[src/rtl/twostep_adc_pkg.sv]
package twostep_adc_pkg;

    typedef enum logic [1:0] {
        ENG_IDLE    = 2'd0,
        ENG_CONVERT = 2'd1,
        ENG_DONE    = 2'd2
    } eng_state_t;

endpackage

[src/rtl/twostep_flash_decode.sv]
module twostep_flash_decode #(
    parameter int COARSE_W = 4
) (
    input  logic [(2**COARSE_W)-2:0] therm_in,
    output logic [COARSE_W-1:0]      coarse_out
);

    localparam int THERM_W = (2**COARSE_W) - 1;

    logic [THERM_W+1:0] padded;
    logic [THERM_W-1:0] cleaned;

    // a one below the lowest comparator, a zero above the highest
    assign padded = {1'b0, therm_in, 1'b1};

    genvar g;
    generate
        for (g = 0; g < THERM_W; g++) begin : g_vote
            assign cleaned[g] = (padded[g]   & padded[g+1]) |
                                (padded[g+1] & padded[g+2]) |
                                (padded[g]   & padded[g+2]);
        end
    endgenerate

    always_comb begin
        coarse_out = '0;
        for (int i = 0; i < THERM_W; i++) begin
            coarse_out = coarse_out + COARSE_W'(cleaned[i]);
        end
    end

endmodule

[src/rtl/twostep_sar_engine.sv]
module twostep_sar_engine
    import twostep_adc_pkg::*;
#(
    parameter int COARSE_W = 4,
    parameter int FINE_W   = 6
) (
    input  logic                         clk,
    input  logic                         rst_n,
    input  logic                         start,
    input  logic [COARSE_W-1:0]          coarse_in,
    input  logic                         cmp_in,
    output logic                         busy,
    output logic                         hold,
    output logic                         done,
    output logic [FINE_W-1:0]            trial,
    output logic [COARSE_W+FINE_W-1:0]   result
);

    localparam logic [FINE_W-1:0] TOP_BIT = {1'b1, {(FINE_W-1){1'b0}}};

    eng_state_t          state_q, state_d;
    logic [FINE_W-1:0]   trial_q;
    logic [FINE_W-1:0]   probe_q;
    logic [COARSE_W-1:0] coarse_q;
    logic [FINE_W-1:0]   decided;

    // state register
    always_ff @(posedge clk) begin
        if (!rst_n) state_q <= ENG_IDLE;
        else        state_q <= state_d;
    end

    // transitions
    always_comb begin
        state_d = state_q;
        unique case (state_q)
            ENG_IDLE:    if (start)      state_d = ENG_CONVERT;
            ENG_CONVERT: if (probe_q[0]) state_d = ENG_DONE;
            ENG_DONE:                    state_d = ENG_IDLE;
            default:                     state_d = ENG_IDLE;
        endcase
    end

    // outputs
    always_comb begin
        busy   = (state_q != ENG_IDLE);
        hold   = (state_q == ENG_CONVERT);
        done   = (state_q == ENG_DONE);
        trial  = trial_q;
        result = {coarse_q, trial_q};
    end

    assign decided = cmp_in ? trial_q : (trial_q & ~probe_q);

    // bit-decision datapath
    always_ff @(posedge clk) begin
        if (!rst_n) begin
            trial_q  <= '0;
            probe_q  <= '0;
            coarse_q <= '0;
        end else begin
            unique case (state_q)
                ENG_IDLE: begin
                    if (start) begin
                        trial_q  <= TOP_BIT;
                        probe_q  <= TOP_BIT;
                        coarse_q <= coarse_in;
                    end
                end
                ENG_CONVERT: begin
                    trial_q <= decided | (probe_q >> 1);
                    probe_q <= probe_q >> 1;
                end
                ENG_DONE: begin
                    trial_q <= '0;
                    probe_q <= '0;
                end
                default: begin
                    trial_q <= '0;
                    probe_q <= '0;
                end
            endcase
        end
    end

endmodule

[src/rtl/twostep_merge.sv]
module twostep_merge #(
    parameter int NUM_ENG = 2,
    parameter int CODE_W  = 10
) (
    input  logic                clk,
    input  logic                rst_n,
    input  logic [NUM_ENG-1:0]  done_in,
    input  logic [CODE_W-1:0]   res_in [NUM_ENG],
    output logic [CODE_W-1:0]   code_out,
    output logic                code_valid
);

    localparam int PTR_W = $clog2(NUM_ENG);

    logic [PTR_W-1:0] rd_ptr;

    always_ff @(posedge clk) begin
        if (!rst_n) begin
            rd_ptr     <= '0;
            code_out   <= '0;
            code_valid <= 1'b0;
        end else begin
            code_valid <= 1'b0;
            if (done_in[rd_ptr]) begin
                code_out   <= res_in[rd_ptr];
                code_valid <= 1'b1;
                if (rd_ptr == PTR_W'(NUM_ENG - 1)) rd_ptr <= '0;
                else                               rd_ptr <= rd_ptr + 1'b1;
            end
        end
    end

endmodule

[src/rtl/twostep_adc_ctrl.sv]
module twostep_adc_ctrl #(
    parameter int COARSE_W = 4,
    parameter int FINE_W   = 6,
    parameter int NUM_ENG  = 2
) (
    input  logic                          clk,
    input  logic                          rst_n,
    input  logic                          sample_req,
    input  logic [(2**COARSE_W)-2:0]      flash_therm,
    input  logic [NUM_ENG-1:0]            fine_cmp,
    output logic [NUM_ENG-1:0]            sh_hold,
    output logic [NUM_ENG*FINE_W-1:0]     fine_trial,
    output logic [COARSE_W+FINE_W-1:0]    code_out,
    output logic                          code_valid,
    output logic                          overrun
);

    localparam int CODE_W = COARSE_W + FINE_W;
    localparam int PTR_W  = $clog2(NUM_ENG);

    logic [COARSE_W-1:0] coarse_now;
    logic [NUM_ENG-1:0]  eng_busy;
    logic [NUM_ENG-1:0]  eng_done;
    logic [NUM_ENG-1:0]  eng_start;
    logic [CODE_W-1:0]   eng_result [NUM_ENG];
    logic [PTR_W-1:0]    wr_ptr;
    logic                accept;

    twostep_flash_decode #(.COARSE_W(COARSE_W)) u_flash (
        .therm_in   (flash_therm),
        .coarse_out (coarse_now)
    );

    assign accept = sample_req & ~eng_busy[wr_ptr];

    genvar e;
    generate
        for (e = 0; e < NUM_ENG; e++) begin : g_eng
            assign eng_start[e] = accept && (wr_ptr == PTR_W'(e));

            twostep_sar_engine #(
                .COARSE_W (COARSE_W),
                .FINE_W   (FINE_W)
            ) u_sar (
                .clk       (clk),
                .rst_n     (rst_n),
                .start     (eng_start[e]),
                .coarse_in (coarse_now),
                .cmp_in    (fine_cmp[e]),
                .busy      (eng_busy[e]),
                .hold      (sh_hold[e]),
                .done      (eng_done[e]),
                .trial     (fine_trial[e*FINE_W +: FINE_W]),
                .result    (eng_result[e])
            );
        end
    endgenerate

    // dispatch pointer and drop flag
    always_ff @(posedge clk) begin
        if (!rst_n) begin
            wr_ptr  <= '0;
            overrun <= 1'b0;
        end else begin
            overrun <= sample_req & eng_busy[wr_ptr];
            if (accept) begin
                if (wr_ptr == PTR_W'(NUM_ENG - 1)) wr_ptr <= '0;
                else                               wr_ptr <= wr_ptr + 1'b1;
            end
        end
    end

    twostep_merge #(
        .NUM_ENG (NUM_ENG),
        .CODE_W  (CODE_W)
    ) u_merge (
        .clk        (clk),
        .rst_n      (rst_n),
        .done_in    (eng_done),
        .res_in     (eng_result),
        .code_out   (code_out),
        .code_valid (code_valid)
    );

endmodule

[config.mk]
export PLATFORM = sky130hd
export DESIGN_NAME = twostep_adc_ctrl
export DESIGN_NICKNAME = d
export VERILOG_FILES = /design/src/rtl/twostep_adc_pkg.sv /design/src/rtl/twostep_flash_decode.sv /design/src/rtl/twostep_sar_engine.sv /design/src/rtl/twostep_merge.sv /design/src/rtl/twostep_adc_ctrl.sv
export SDC_FILE = /design/constraint.sdc
export NUM_CORES = 1
export LEC_CHECK = 0
export BUFFER_PORTS_ARGS = -buffer_cell sky130_fd_sc_hd__buf_2
export CORE_MARGIN = 4
export CORE_UTILIZATION = 56
export CTS_CLUSTER_SIZE = 20
export DETAILED_ROUTE_END_ITERATION = 6
export PLACE_DENSITY = 0.86
export SLEW_MARGIN = 30
export SYNTH_ARGS = -nofsm -noshare
export SYNTH_HDL_FRONTEND = slang
export SYNTH_HIERARCHICAL = 1
export SYNTH_SLANG_ARGS = --single-unit
[constraint.sdc]
create_clock -name clk -period 5.9 [get_ports clk]
set_input_delay 0.885 -clock clk [delete_from_list [all_inputs] [get_ports clk]]
set_output_delay 0.885 -clock clk [all_outputs]
set_load 0.01 [all_outputs]
==> results of run 1 <==
metal layers:
metal	share of wire (%)	vias to the layer above	track usage (%)
met5	0	-	0
met4	0.92	0	5.694
met3	5.3	5	4.176
met2	48	51	28.41
met1	46	948	22.64
li1	-	985	-
cell usage after synthesis, types with 3 or more instances:
| master | instances | area (sq um) |
|---|---|---|
| a211oi_2 | 5 | 62.56 |
| a21oi_1 | 18 | 90.09 |
| a32o_1 | 6 | 60.06 |
| and2_1 | 3 | 18.77 |
| buf_2 | 3 | 15.01 |
| buf_4 | 12 | 90.09 |
| buf_6 | 5 | 56.30 |
| clkbuf_1 | 3 | 11.26 |
| dfxtp_1 | 50 | 1001 |
| fa_1 | 10 | 200.2 |
| inv_1 | 25 | 93.84 |
| maj3_2 | 11 | 123.9 |
| mux2i_1 | 19 | 190.2 |
| nand2_1 | 19 | 71.32 |
| nand2b_1 | 3 | 18.77 |
| nor2_1 | 28 | 105.1 |
| nor2b_1 | 4 | 25.02 |
| nor3b_1 | 10 | 75.07 |
| o211a_1 | 10 | 100.1 |
| o21ai_0 | 9 | 45.04 |
| or2_2 | 3 | 18.77 |
worst max-delay path: stages:
cell and delay [ps]:
buf_2 100, or2_2 300, fa_1 540, inv_1 50, fa_1 520, inv_1 50, fa_1 520, inv_1 50
fa_1 520, inv_1 50, fa_1 440, inv_1 80, fa_1 400, inv_1 80, mux2i_1 70, nor2_1 110
cell type report:
class / instances / area [sq um] / share of cell area [%]
flip-flops and latches: 50 / 1001 / 34.12
clock inverters: 2 / 37.54 / 1.279
repair buffers: 45 / 225.2 / 7.676
inverters: 25 / 93.84 / 3.198
well taps: 54 / 67.56 / 2.303
clock buffers: 6 / 72.57 / 2.473
multi-input cells: 180 / 1436 / 48.96
state kept, by name, indices dropped and copies added, names as in the netlist:
| signal | flops |
|---|---|
| u_merge/code_out | 10 |
| u_merge/rd_ptr | 1 |
| g_eng.u_sar/coarse_q | 8 |
| u_merge/code_valid | 1 |
| g_eng.u_sar/trial | 12 |
| overrun | 1 |
| wr_ptr | 1 |
| g_eng.u_sar/probe_q | 12 |
| g_eng.u_sar/state_q | 4 |
stage by stage:
stage / hold WS (ps) / setup WS [ps] / total power [mW]
finish: 491.2 / 1335 / 0.8622
global route: 521.4 / 1155 / 0.9271
CTS: 495.5 / 1320 / 0.8701
detailed placement: 481.2 / 1030 / 0.6363
global placement: 471.2 / 1122 / 0.6189
floorplan: 459.6 / 1271 / 0.5783
report_power, final:
part           switching [mW]  total [mW]  leakage [nW]  internal [mW]
Clock                   0.109       0.236        0.0514          0.127
Sequential             0.0185       0.377         0.405          0.359
Combinational           0.140       0.250         0.897          0.110
cells by family after synthesis:
logic type                 count (synthesis)
muxes                                     20
buffers and inverters                     48
adders and majority gates                 23
DFF                                       50
AOI/OAI and AO/OA                         54
xor gates and xnor gates                   1
and+or+nand+nor                           82
cell usage in the layout (no fill, tap or decap):
cell type    n
a211oi_1     2
a211oi_2     5
a21o_1       2
a21o_2       2
a21oi_1     18
a32o_1       6
and2_1       3
and3_1       2
and3b_4      1
buf_2       45
bufinv_16    1
clkbuf_1     1
clkbuf_8     5
clkinvlp_4   1
dfxtp_1     50
fa_1        10
ha_1         2
inv_1       25
maj3_2      11
mux2_4       1
mux2i_1     19
nand2_1     19
nand2b_1     3
nand3_1      1
nor2_1      28
nor2b_1      4
nor2b_2      2
nor2b_4      2
nor3b_1     10
nor3b_4      2
o211a_1     10
o21ai_0      9
or2_2        3
or3_4        2
xnor2_1      1
how the worst max path moves through the flow:
stage,slack (ps),to,from
3_3_place_gp,1120,g_eng[1].u_sar/coarse_q[1],flash_therm[0]
2_1_floorplan,1270,g_eng[0].u_sar/coarse_q[1],flash_therm[0]
4_1_cts,1320,g_eng[1].u_sar/coarse_q[1],flash_therm[0]
3_5_place_dp,1030,g_eng[0].u_sar/coarse_q[1],flash_therm[0]
5_1_grt,1150,g_eng[1].u_sar/coarse_q[1],flash_therm[0]
6_report,1330,g_eng[1].u_sar/coarse_q[1],flash_therm[0]
==> out/metrics.csv, run 1 <==
stage,metric,value,unit
die,dieArea,0.006004,sq mm
timing,slew_viol_final,0,
power_and_ir_drop,ir_drop,0.1352,mV
global_route,grt_max_degree,25,
logic_synthesis,syn-num-nets,310,
routing,wirelength,5090,microns
timing,fmax,0.2190,GHz
die,ios,46,
place,portBuffers,45,
hold_path,hold_class,flip-flop to flip-flop,
logic_synthesis,synth.distinct_cells,34,
hold_path,hold_start,g_eng[0].u_sar/probe_q[0],
layout,area_growth,8.514,%
logic_synthesis,synth_adder_area_share,12.91,%
logic_synthesis,async_flop_share,0,%
run_status,status,completed,
worst_setup_path,reg2reg_slack,3610,ps
die,initial_utilization,57.63,%
cts,clk_path_buf_depth,2,
global_route,grt_pass1_wl,8549,microns
global_route,gr-total-overflow,0,
die,die_h,77.49,microns
routing,drt_iter0_drc,130,
layout,drive_above_1_share,26.95,%
cts,htreeDepth,2,
job,cap_violations,0,
timing,rsz0062_at_grt,false,
timing,fin_tns_setup,0,ps
timing,fin_crit_sh,77.38,%
hold_path,min_to,g_eng[0].u_sar/state_q[1],
logic_synthesis,ys_warn_count,6,
worst_setup_path,cp-end-kind,flip-flop,
cts,cts_sinks,50,
logic_synthesis,synth-simple-area-share,17.31,%
cts,cts_resized,0,
timing,relSlewSlack,51.99,%
routing,drc,0,
global_route,antenna_found_initial,0,
cts,cts_setup_buffers,0,
hold_path,holdPathStages,1,
logic_synthesis,syn_inst,278,
die,core-area,0.004692,sq mm
layout,final_cells,362,
layout,fillerInstances,410,
logic_synthesis,synth_compound_area_share,14.99,%
routing,drtPass1Iterations,4,
place,routabilityCongestion,0.7936,
cts,clkLatencyLatePin,300,ps
worst_setup_path,r2r_start,g_eng[0].u_sar/state_q[0],
cts,ctsHoldBuffers,0,
routing,postRouteAntennaNets,0,
logic_synthesis,synth-xor-area-share,0.3239,%
global_route,track_usage,17.41,%
die,rows,25,
layout,fin_util,62.53,%
logic_synthesis,synth_edf_count,0,
layout,final_net_count,339,
timing,finalCriticalPeriod,4565,ps
die,dieWidth,77.49,microns
worst_setup_path,crit_type,input port to flip-flop,
logic_synthesis,ys_seq_area_share,37.02,%
logic_synthesis,synthMuxAreaShare,7.589,%
layout,antennaDiodeCount,0,
cts,cts_root_buffer,clkbuf_8,
worst_setup_path,ff2ff_path_depth,6,
timing,fin_skew,7.794,ps
worst_setup_path,worstPathRequired,6130,ps
cts,numCtsBuffers,5,
logic_synthesis,synth-seq-cells,50,
power_and_ir_drop,power_density,293.9,mW/mm^2
routing,vias,1989,
timing,tightest_slew,719.2,ps
timing,finalSetupViolations,0,
timing,finalHoldViolations,0,
logic_synthesis,synth_top_family_by_area,simple AND/OR/NAND/NOR gates,
power_and_ir_drop,leakage,1.354,nW
place,dp_cells,354,
place,post-dp-hpwl,3802,microns
layout,final_area,0.002934,sq mm
logic_synthesis,syn_avg_cell_area,9.726,sq um
logic_synthesis,synth_ff_type,dfxtp_1,
worst_setup_path,crit_arrival,4800,ps
worst_setup_path,worstReg2RegEnd,g_eng[0].u_sar/coarse_q[0],
worst_setup_path,cp_max_fo,2,
cts,clk_pin_slew,80,ps
routing,vias_per_cell,5.494,
place,placed_area,0.002824,sq mm
global_route,grt_pass1_vias,1873,
worst_setup_path,start_kind,input port,
routing,wire_per_inst,14.06,microns
cts,cts_tree,built,
logic_synthesis,synth_area,0.002704,sq mm
Power figures use the tool's default switching activity.
==> run 2, diff against run 1 <==
- ABC_AREA: not set -> 1
- clock period: 5.9 -> 4.4 ns (I/O delays scaled with it)
==> run 2 against run 1 <==
Effect of this change:
- flip-flop and latch count unchanged
- sequential share of layout area down 1.2 points
- setup slack worse by 1200 ps
- via count up 26%
- die area up 0.30%
- first-iteration DRC count up 23%
- area after synthesis up 0.32%
- highest routed layer unchanged
- synthesized cell count up 45%
- largest cell class unchanged
- final cell count up 40%
==> out/metrics.csv, run 2 <==
stage,metric,value,unit,change
logic_synthesis,ys_warn_count,6,,unchanged
power_and_ir_drop,power_frac_comb,29.1,%,+0.2 points
power_and_ir_drop,power_density,379.8,mW/mm^2,+29%
logic_synthesis,synthMuxAreaShare,0,%,-7.6 points
power_and_ir_drop,seqPwrFrac,42.0,%,-1.7 points
die,rows,25,,unchanged
die,dieArea,0.006022,sq mm,+0.30%
layout,drive_above_1_share,17.23,%,-9.7 points
cts,clkLatencyLatePin,300,ps,about the same
worst_setup_path,critPathSlowestCell,fa_1,,
worst_setup_path,critical_path.top_delay_family,adder cells,,
timing,fmax,0.2372,GHz,
worst_setup_path,r2r_start,g_eng[0].u_sar/state_q[1],,
routing,wire_per_inst,11.12,microns,-21%
logic_synthesis,synth-seq-cells,50,,unchanged
timing,fin_skew,11.60,ps,+3.808 ps
cts,clk_pin_slew,90,ps,about the same
logic_synthesis,async_flop_share,0,%,unchanged
logic_synthesis,synth.distinct_cells,22,,-35%
routing,postRouteAntennaNets,0,,unchanged
global_route,antenna_found_initial,0,,unchanged
job,cap_violations,0,,unchanged
cts,cts_root_buffer,clkbuf_8,,
hold_path,hold_start,g_eng[0].u_sar/probe_q[0],,
routing,drtPass1Iterations,4,,unchanged
die,ios,46,,unchanged
global_route,grt_pass1_vias,2262,,+21%
logic_synthesis,synth_area,0.002713,sq mm,+0.32%
cts,cts_sinks,50,,unchanged
worst_setup_path,crit_type,input port to flip-flop,,
timing,fin_crit_sh,95.81,%,
run_status,status,completed,,
cts,cts_setup_buffers,0,,unchanged
power_and_ir_drop,p_clk_share,28.9,%,+1.6 points
hold_path,hold_class,flip-flop to flip-flop,,
place,routabilityCongestion,0.8089,,+1.9%
logic_synthesis,synth_top_family_by_area,simple AND/OR/NAND/NOR gates,,
power_and_ir_drop,power,1.157,mW,+34%
logic_synthesis,synth-xor-area-share,0.3229,%,-0.0010 points
logic_synthesis,syn_inst,403,,+45%
logic_synthesis,synth-simple-area-share,34.04,%,+17 points
worst_setup_path,path_buf_inv,8,,+1
cts,cts_tree,built,,
power_and_ir_drop,power.switching,0.3606,mW,+35%
worst_setup_path,crit_path_max_incr_delay,540,ps,about the same
cts,numCtsBuffers,5,,unchanged
logic_synthesis,synth_compound_area_share,7.565,%,-7.4 points
timing,finalHoldViolations,0,,unchanged
power_and_ir_drop,p_sw_share,31.18,%,+0.16 points
logic_synthesis,ys_seq_area_share,36.90,%,-0.12 points
worst_setup_path,cp-end-kind,flip-flop,,
power_and_ir_drop,ir_drop,0.1462,mV,+8.1%
routing,vias,2509,,+26%
worst_setup_path,crit_arrival,4450,ps,-350 ps
layout,final_common_cell,nand2_1,,
layout,final_net_count,472,,+39%
logic_synthesis,synth_commonest_cells,"127 x nand2_1, 56 x nor2_1, 50 x dfxtp_1, 50 x inv_1, 34 x nand3_1",,
global_route,grt_max_degree,39,,+56%
layout,antennaDiodeCount,0,,unchanged
logic_synthesis,syn_avg_cell_area,6.731,sq um,-31%
cts,cts_resized,0,,unchanged
die,initial_utilization,57.43,%,-0.20 points
routing,wirelength_met1,2493,microns,+6.8%
routing,drc,0,,unchanged
routing,top_layer_used,met4,,
routing,wirelength,5648,microns,+11%
timing,timing.hold.ws,460.0,ps,-31.23 ps
power_and_ir_drop,leakage,1.584,nW,+17%
worst_setup_path,crit_chain,buf_2 -> buf_4 -> nand2_1 -> nand3_2 -> fa_1 -> inv_2 -> fa_1 -> inv_1 -> fa_1 -> inv_1 -> fa_1 -> inv_1 -> fa_2 -> inv_2 -> fa_1 -> inv_1 -> o21ai_0 -> nor2_1,,
logic_synthesis,syn-num-nets,435,,+40%
cts,ctsHoldBuffers,0,,unchanged
logic_synthesis,synth.top_cell.area_share,36.90,%,-0.12 points
timing,slew_viol_final,0,,unchanged
routing,vias_per_cell,4.939,,-10%
place,post-dp-hpwl,4173,microns,+9.8%
logic_synthesis,synthTopCellsByArea,"dfxtp_1 37%, nand2_1 18%, nor2_1 7.7%",,
worst_setup_path,critical_path.most_common_cell,fa_1,,
routing,route.met3.wl,273,microns,+1.9%
die,dieWidth,77.60,microns,+0.15%
global_route,grt_pass1_wl,9570,microns,+12%
die,die_h,77.60,microns,+0.15%
global_route,track_usage,19.42,%,+2.0 points
logic_synthesis,synth.most_common_cell,nand2_1,,
logic_synthesis,synth_ff_type,dfxtp_1,,
logic_synthesis,synth_adder_area_share,8.303,%,-4.6 points
timing,tightest_slew,615.1,ps,-104.2 ps
timing,finalCriticalPeriod,4215,ps,
layout,fillerInstances,433,,+5.6%
timing,finalSetupViolations,0,,unchanged
layout,mostFrequentLayoutCells,"127 x nand2_1, 56 x nor2_1, 50 x dfxtp_1",,
cts,htreeDepth,2,,unchanged
timing,relSlewSlack,59.00,%,+7.0 points
logic_synthesis,synth_edf_count,0,,unchanged
routing,route.met2.wl,2821,microns,+16%
global_route,gr-total-overflow,0,,unchanged
worst_setup_path,start_kind,input port,,
place,portBuffers,45,,unchanged
die,core-area,0.004723,sq mm,+0.67%
worst_setup_path,worstPathRequired,4630,ps,-1500 ps
layout,area_growth,12.27,%,
logic_synthesis,synth_top_area_cell,dfxtp_1,,
worst_setup_path,cp_max_fo,3,,+1
routing,drt_iter0_drc,160,,+23%
cts,clk_path_buf_depth,2,,unchanged
worst_setup_path,cp-startpoint,flash_therm[1],,
power_and_ir_drop,p_int,0.7959,mW,+34%
run 2: changes by cell type after synthesis, moves of 11 or more:
| cell | previous run | this run |
|---|---|---|
| maj3_2 | 11 | 0 |
| nor2_1 | 28 | 56 |
| mux2i_1 | 19 | 0 |
| nand3_1 | 1 | 34 |
| inv_1 | 25 | 50 |
| nand2_1 | 19 | 127 |
run 2: per-stage QoR:
step | utilization [%] | TNS [ps] | cells | cell area (sq um) | worst slack, ps
after floorplan | - | 0 | 403 | 2715 | 42.82
after global placement | 61.80 | -412.6 | 500 | 2919 | -158.3
after detailed placement | 61.80 | -787.7 | 500 | 2919 | -246.1
after CTS | 64.37 | 0 | 508 | 3040 | 61.33
after global routing | 64.48 | -5.962 | 508 | 3045 | -5.962
final | 64.48 | 0 | 508 | 3045 | 184.5
run 2: logic make-up (layout without fill, tap and decap cells):
| kind of cell | count (synthesis) | in the layout |
|---|---|---|
| xor gates and xnor gates | 1 | 1 |
| adders and majority gates | 12 | 12 |
| DFF | 50 | 50 |
| buffers and inverters | 76 | 114 |
| AOI/OAI and AO/OA | 38 | 38 |
| and+or+nand+nor | 226 | 226 |
run 2: cell type report:
type	count	area (sq um)	area share (%)
multi-input combinational	277	1370	44.99
sequential	50	1001	32.87
timing repair buffer	49	255.2	8.381
inverter	57	214.0	7.025
tap	67	83.83	2.753
clock buffer	6	82.58	2.712
clock inverter	2	38.79	1.274
run 2: tightest hold or removal path: cells and delay by family, from the launching register on:
| family | cells | cell delay, ps |
|---|---|---|
| flip-flops | 1 | 320 |
| AND/OR/NAND/NOR | 2 | 100 |
run 2: final timing paths:
check,slack [ps],to,cells after the start
hold / removal,460,g_eng[0].u_sar/state_q[1],2
setup / recovery,180,g_eng[1].u_sar/coarse_q[1],18
hold reg to reg,460,g_eng[0].u_sar/state_q[1],2
setup reg to reg,2780,g_eng[0].u_sar/trial[1],10
run 2: per-layer routing:
metal,vias to the layer above,global-route usage (%)
met5,-,0
met4,0,6.940
met3,6,3.712
met2,65,34.50
met1,1141,23.14
li1,1297,-
run 2: power groups by stage:
| stage | sequential (mW) | combinational, mW | clock, mW |
|---|---|---|---|
| 2_1_floorplan | 0.493 | 0.263 | 0 |
| 3_3_place_gp | 0.495 | 0.321 | 0 |
| 3_5_place_dp | 0.496 | 0.337 | 0 |
| 4_1_cts | 0.486 | 0.340 | 0.345 |
| 5_1_grt | 0.488 | 0.398 | 0.361 |
| 6_report | 0.486 | 0.336 | 0.335 |
